==> config.mk <==
export PLATFORM = sky130hd
export DESIGN_NAME = mesh_port_pick
export DESIGN_NICKNAME = d
export VERILOG_FILES = /design/src/rtl/mpp_pkg.sv /design/src/rtl/mpp_capture.sv /design/src/rtl/mpp_decide.sv /design/src/rtl/mpp_step.sv /design/src/rtl/mesh_port_pick.sv
export SDC_FILE = /design/constraint.sdc
export NUM_CORES = 1
export LEC_CHECK = 0
export BUFFER_PORTS_ARGS = -buffer_cell sky130_fd_sc_hd__buf_2
export CORE_MARGIN = 2
export CORE_UTILIZATION = 29
export DETAILED_ROUTE_END_ITERATION = 12
export PLACE_DENSITY = 0.45
export SETUP_SLACK_MARGIN = 0.2
export SLEW_MARGIN = 20
export SYNTH_ARGS = -nofsm -noshare
export SYNTH_HDL_FRONTEND = slang
export SYNTH_HIERARCHICAL = 1
export SYNTH_SLANG_ARGS = --single-unit
==> constraint.sdc <==
create_clock -name clk -period 4.7 [get_ports clk]
set_input_delay 0.47 -clock clk [delete_from_list [all_inputs] [get_ports clk]]
set_output_delay 0.47 -clock clk [all_outputs]
set_load 0.02 [all_outputs]
==> src/rtl/mpp_pkg.sv <==
package mpp_pkg;
  localparam int NDIR  = 4;
  localparam int NPORT = NDIR + 1;
  localparam int P_W = 0;
  localparam int P_E = 1;
  localparam int P_S = 2;
  localparam int P_N = 3;
  localparam int P_L = 4;
  typedef logic [NPORT-1:0] port_oh_t;
endpackage

==> src/rtl/mpp_capture.sv <==
module mpp_capture
  import mpp_pkg::*;
#(
  parameter int OFS_W = 4
) (
  input  logic                    clk,
  input  logic                    rst_n,
  input  logic                    in_vld,
  input  logic signed [OFS_W-1:0] in_dx,
  input  logic signed [OFS_W-1:0] in_dy,
  input  logic                    in_wf,
  input  logic [NDIR-1:0]         in_busy,
  output logic                    cap_vld,
  output logic signed [OFS_W-1:0] cap_dx,
  output logic signed [OFS_W-1:0] cap_dy,
  output logic                    cap_wf,
  output logic [NDIR-1:0]         cap_busy
);
  logic                    vld_d;
  logic signed [OFS_W-1:0] dx_d, dy_d;
  logic                    wf_d;
  logic [NDIR-1:0]         busy_d;

  // next-state: load fields only on a header
  always_comb begin
    vld_d  = in_vld;
    dx_d   = cap_dx;
    dy_d   = cap_dy;
    wf_d   = cap_wf;
    busy_d = cap_busy;
    if (in_vld) begin
      dx_d   = in_dx;
      dy_d   = in_dy;
      wf_d   = in_wf;
      busy_d = in_busy;
    end
  end

  always_ff @(posedge clk or negedge rst_n) begin
    if (!rst_n) begin
      cap_vld  <= 1'b0;
      cap_dx   <= '0;
      cap_dy   <= '0;
      cap_wf   <= 1'b0;
      cap_busy <= '0;
    end else begin
      cap_vld  <= vld_d;
      cap_dx   <= dx_d;
      cap_dy   <= dy_d;
      cap_wf   <= wf_d;
      cap_busy <= busy_d;
    end
  end
endmodule

==> src/rtl/mpp_decide.sv <==
module mpp_decide
  import mpp_pkg::*;
#(
  parameter int OFS_W = 4
) (
  input  logic signed [OFS_W-1:0] dx,
  input  logic signed [OFS_W-1:0] dy,
  input  logic                    wf,
  input  logic [NDIR-1:0]         busy,
  output port_oh_t                port
);
  logic x_neg, x_zero, x_pos;
  logic y_neg, y_zero, y_pos;
  logic y_busy, take_y;
  port_oh_t y_oh;

  assign x_neg  = dx[OFS_W-1];
  assign x_zero = (dx == '0);
  assign x_pos  = !x_neg && !x_zero;
  assign y_neg  = dy[OFS_W-1];
  assign y_zero = (dy == '0);
  assign y_pos  = !y_neg && !y_zero;

  // Y candidate toward the destination and its congestion flag
  always_comb begin
    y_oh = '0;
    if (y_neg) y_oh[P_S] = 1'b1;
    else       y_oh[P_N] = 1'b1;
  end
  assign y_busy = y_neg ? busy[P_S] : busy[P_N];

  // adaptive divert: only when both dimensions remain and X is eastward
  assign take_y = wf && x_pos && !y_zero && busy[P_E] && !y_busy;

  always_comb begin
    port = '0;
    if (x_neg)       port[P_W] = 1'b1;
    else if (take_y) port      = y_oh;
    else if (x_pos)  port[P_E] = 1'b1;
    else if (y_neg)  port[P_S] = 1'b1;
    else if (y_pos)  port[P_N] = 1'b1;
    else             port[P_L] = 1'b1;
  end
endmodule

==> src/rtl/mpp_step.sv <==
module mpp_step #(
  parameter int OFS_W = 4
) (
  input  logic signed [OFS_W-1:0] cur,
  input  logic                    move,
  output logic signed [OFS_W-1:0] nxt
);
  localparam logic signed [OFS_W-1:0] ONE = OFS_W'(1);
  always_comb begin
    nxt = cur;
    if (move) begin
      if (cur[OFS_W-1]) nxt = cur + ONE;
      else              nxt = cur - ONE;
    end
  end
endmodule

==> src/rtl/mesh_port_pick.sv <==
module mesh_port_pick
  import mpp_pkg::*;
#(
  parameter int OFS_W = 4
) (
  input  logic             clk,
  input  logic             rst_n,
  input  logic             hdr_vld,
  input  logic [OFS_W-1:0] hdr_dx,
  input  logic [OFS_W-1:0] hdr_dy,
  input  logic             mode_wf,
  input  logic [NDIR-1:0]  port_busy,
  output logic             sel_vld,
  output logic [NPORT-1:0] sel_port,
  output logic [OFS_W-1:0] nxt_dx,
  output logic [OFS_W-1:0] nxt_dy
);
  localparam int NDIM = 2;

  logic                    cap_vld, cap_wf;
  logic signed [OFS_W-1:0] cap_dx, cap_dy;
  logic [NDIR-1:0]         cap_busy;
  port_oh_t                pick;
  logic signed [OFS_W-1:0] cur_ofs  [NDIM];
  logic signed [OFS_W-1:0] step_ofs [NDIM];
  logic [NDIM-1:0]         dim_move;

  logic                    vld_d;
  port_oh_t                port_d;
  logic [OFS_W-1:0]        dx_d, dy_d;

  mpp_capture #(.OFS_W(OFS_W)) u_cap (
    .clk(clk), .rst_n(rst_n), .in_vld(hdr_vld),
    .in_dx($signed(hdr_dx)), .in_dy($signed(hdr_dy)),
    .in_wf(mode_wf), .in_busy(port_busy),
    .cap_vld(cap_vld), .cap_dx(cap_dx), .cap_dy(cap_dy),
    .cap_wf(cap_wf), .cap_busy(cap_busy)
  );

  mpp_decide #(.OFS_W(OFS_W)) u_dec (
    .dx(cap_dx), .dy(cap_dy), .wf(cap_wf), .busy(cap_busy), .port(pick)
  );

  assign cur_ofs[0] = cap_dx;
  assign cur_ofs[1] = cap_dy;
  assign dim_move[0] = pick[P_W] | pick[P_E];
  assign dim_move[1] = pick[P_S] | pick[P_N];

  for (genvar a = 0; a < NDIM; a++) begin : g_dim
    mpp_step #(.OFS_W(OFS_W)) u_step (
      .cur(cur_ofs[a]), .move(dim_move[a]), .nxt(step_ofs[a])
    );
  end

  // next-state for the result register, enabled by the captured strobe
  always_comb begin
    vld_d  = cap_vld;
    port_d = sel_port;
    dx_d   = nxt_dx;
    dy_d   = nxt_dy;
    if (cap_vld) begin
      port_d = pick;
      dx_d   = step_ofs[0];
      dy_d   = step_ofs[1];
    end
  end

  always_ff @(posedge clk or negedge rst_n) begin
    if (!rst_n) begin
      sel_vld  <= 1'b0;
      sel_port <= '0;
      nxt_dx   <= '0;
      nxt_dy   <= '0;
    end else begin
      sel_vld  <= vld_d;
      sel_port <= port_d;
      nxt_dx   <= dx_d;
      nxt_dy   <= dy_d;
    end
  end
endmodule

# Word-level counts from Yosys, hierarchy flattened
# Cells that the tools add are included.
# totals
wordCells	43
ff_bits	28
out_inout_bits	14
# op_classes
n_bitwise	2
mux	15
n_addsub	4
n_reduce_logical	13
# op_table
operator	n
$mux 4	6
$add 4x2->4 const B	2
$logic_not 4->1	2
$sub 4x2->4 const B	2
$mux 1	7
$logic_and 1x1->1	6
$logic_not 1->1	5
$mux 3	1
$mux 2	1
$or 1x1->1	2

# Longest topological paths before layout
# depth
word_depth	11
mapped_depth	8
depth_no_buf	7

# Modules after synthesis
# The synthesis kept the hierarchy.
# by_module_without_submodules
mod	area_each_um2	instances	seq_area_each_um2	cells_each
mesh_port_pick	558.0	1	350.3	30
mpp_capture	545.5	1	350.3	28
mpp_step	117.6	2	0.0	14
mpp_decide	76.3	1	0.0	13

# Worst setup path after synthesis
# OpenSTA, ideal clock, no wires.
# synth_timing
path_kind	register to register
from	reg u_cap.cap_dx[0]
to	reg nxt_dy[1]
arrival_time_ns	1.903
required_ns	4.575
slack_ns	2.672
stages_incl_launch_ff	8
path_cell_list	dfrtp_1 nor3_1 a21oi_1 nor4_1 or2_2 buf_2 mux2_2 mux2_4
# synth_rtl
item	line	text
start, declared	mpp_capture.sv:14	output logic signed [OFS_W-1:0] cap_dx,
start signal, assigned	mpp_capture.sv:42	cap_dx <= '0;
start signal, assigned	mpp_capture.sv:48	cap_dx <= dx_d;
end signal, assigned	mesh_port_pick.sv:78	nxt_dy <= dy_d;
end, declared	mesh_port_pick.sv:16	output logic [OFS_W-1:0] nxt_dy

==> results_dict.tcl <==
set metrics [dict create \
    postCtsSetupRepairBufs 0 \
    die-height_um 72.9 \
    reg2regPathDepth 6 \
    cpPeakStageDelay_ns 0.52 \
    endpoint_kind "register" \
    final_max_slew_viol_count 0 \
    final_util_pct 34.1 \
    num_rows 25 \
    dieArea_um2 5310 \
    fmax_mhz 450 \
    gr-total-overflow 0 \
    multiInputGateArea_um2 652 \
    cts.htree.levels 1 \
    syn_inst 97 \
    synth.avg_cell_area_um2 14.2 \
    cp_slowest_cell "nor4_1" \
    wl_um 2480 \
    regArea_um2 676 \
    fin_cells 178 \
    dp_hpwl_um 1850 \
    clk_pin_slew_ns 0.09 \
    relSlewSlack_pct 51.8 \
    drc 0 \
    crit_chain "nor4_1, nor4_1, or2_2, and2_1, a221oi_1, mux2_2" \
    cts_root_buf "clkbuf_8" \
    syn-cell-area_um2 1380 \
    power_density_nw_per_um2 380 \
    fin_nets 147 \
    antenna_left 0 \
    grt_use_met2_pct 15.2 \
    hp-class "input pin to async pin" \
    drt-pass1-iter-count 2 \
    period_needed_ns 2.22 \
    clk_latency_ns 0.27 \
    vias_per_cell 4.54 \
    fp.dieW_um 72.9 \
    drive_above_1_share_pct 48.4 \
    ctsResizeCount 0 \
    vias 809 \
    maxCapViolCount 0 \
    start_util_pct 29.5 \
    ys_warn_count 6 \
    finalSetupViolCount 0 \
    cts_tree "yes" \
    drt_iter0_drc 29 \
    cts_hold_buffers 0 \
    n_fill_cell 448 \
    grt_pass1_vias 800 \
    grt_start_max_net_pins 28 \
    reg2reg_to "nxt_dy[3]$_DFFE_PN0P_" \
    tightestPinTransition_ns 0.722 \
    reg2reg_from "u_cap/cap_dy[3]$_DFFE_PN0P_" \
    port-buffer-count 28 \
    clockBufferDepth 2 \
    grt_use_met3_pct 1.38 \
    critical_path_buf_inv_count 0 \
    grt_pass1_wl_um 4110 \
    grt_most_used_layer "met2" \
    grtUsageTotal_pct 10.3 \
    finClkSkew_ns 0.00611 \
    diodes 0 \
    cp-start-kind "register" \
    antenna_found_initial 0 \
    clock-sinks 27 \
    cpMostUsedCell "nor4_1" \
    area_delta_synth_final_pct 15.5 \
    p_leak_nw 0.779 \
    synth_nets 119 \
    cts_made_buffers 3 \
    io_pins 30 \
    path_class "register to register" \
    arrival_ns 2.44 \
    worst-path-max-fanout 7 \
    place_congestion 0.699 \
    grt_setup_unrepaired "false" \
    hold-worst-slack_ns 0.200 \
    worstPathRequired_ns 4.92 \
    ff2ff_setup_slack_ns 2.48 \
    hold_violations 0 \
    met1_usage_pct 14.8 \
    min_period_over_period_pct 47.2 \
    peakVddDrop_v 0.000117 \
    outcome "complete, no violations" \
    wire_per_inst_um 13.9 \
    setup_tns_ns 0 \
    placed_cells_incl_taps 174 \
    crit_family "simple AND/OR/NAND/NOR gates" \
    core_um2 4660 \
]
[worst max-delay path by stage]
| stage | from | to | slack (ns) | depth (start not counted) |
|---|---|---|---|---|
| global route | u_cap/cap_dy[3]$_DFFE_PN0P_ | nxt_dy[3]$_DFFE_PN0P_ | 2.35 | 6 |
| finish | u_cap/cap_dy[3]$_DFFE_PN0P_ | nxt_dy[3]$_DFFE_PN0P_ | 2.48 | 6 |
| global placement | u_cap/cap_dx[0]$_DFFE_PN0P_ | nxt_dy[1]$_DFFE_PN0P_ | 2.47 | 6 |
| floorplan | u_cap/cap_dx[0]$_DFFE_PN0P_ | nxt_dy[1]$_DFFE_PN0P_ | 2.67 | 7 |
| detailed placement | u_cap/cap_dx[1]$_DFFE_PN0P_ | nxt_dy[1]$_DFFE_PN0P_ | 2.48 | 6 |
| CTS | u_cap/cap_dy[3]$_DFFE_PN0P_ | nxt_dy[3]$_DFFE_PN0P_ | 2.47 | 6 |
[sequential cells by signal (all words and copies together) (netlist names)]
register and cells:
u_cap/cap_wf 1, u_cap/cap_vld 1, u_cap/cap_dy 4, nxt_dx 4
sel_port 5, u_cap/cap_busy 3, sel_vld 1, u_cap/cap_dx 4
nxt_dy 4
[layout by cell type, fill, tap and decap left out]
| cell type | count |
|---|---|
| o21a_1 | 1 |
| inv_1 | 2 |
| or2_2 | 2 |
| xor2_1 | 2 |
| nand2_1 | 2 |
| a221oi_1 | 2 |
| ha_1 | 4 |
| nor4_1 | 2 |
| buf_2 | 28 |
| nor3_1 | 1 |
| clkbuf_1 | 1 |
| mux2_4 | 19 |
| xnor2_1 | 2 |
| nor2_1 | 6 |
| mux2i_1 | 1 |
| nor3b_1 | 1 |
| clkbuf_8 | 3 |
| a21oi_1 | 3 |
| and2_1 | 2 |
| dfrtp_1 | 27 |
| and2_0 | 1 |
| fa_1 | 2 |
| a21o_1 | 2 |
| mux2_2 | 8 |
[per-layer routing]
layer	wire length (µm)	part of all wire [%]	vias up
li1	-	-	393
met1	1220	49	393
met5	0	0	-
met4	47	1.9	0
met2	1130	46	19
met3	89	3.6	4
[power by group]
part / internal [mW] / switching (mW)
sequential: 0.267 / 0.0295
clock: 0.0607 / 0.0713
combinational: 0.0921 / 0.0834
[metrics by stage]
stage               area, µm²  power, mW  setup WS (ns)
floorplan                1380      0.426           2.67
global placement         1540      0.472           2.47
detailed placement       1540      0.479           2.48
CTS                      1590      0.613           2.47
global route             1590      0.640           2.35
finish                   1590      0.604           2.48
[final cells by class]
class	instances	share of cell area, %
flip-flops and latches	27	42.6
multi-input cells	63	41.1
repair buffers	28	8.83
well taps	54	4.26
clock buffers	4	2.84
inverters	2	0.473
Power figures use the tool's default switching activity.
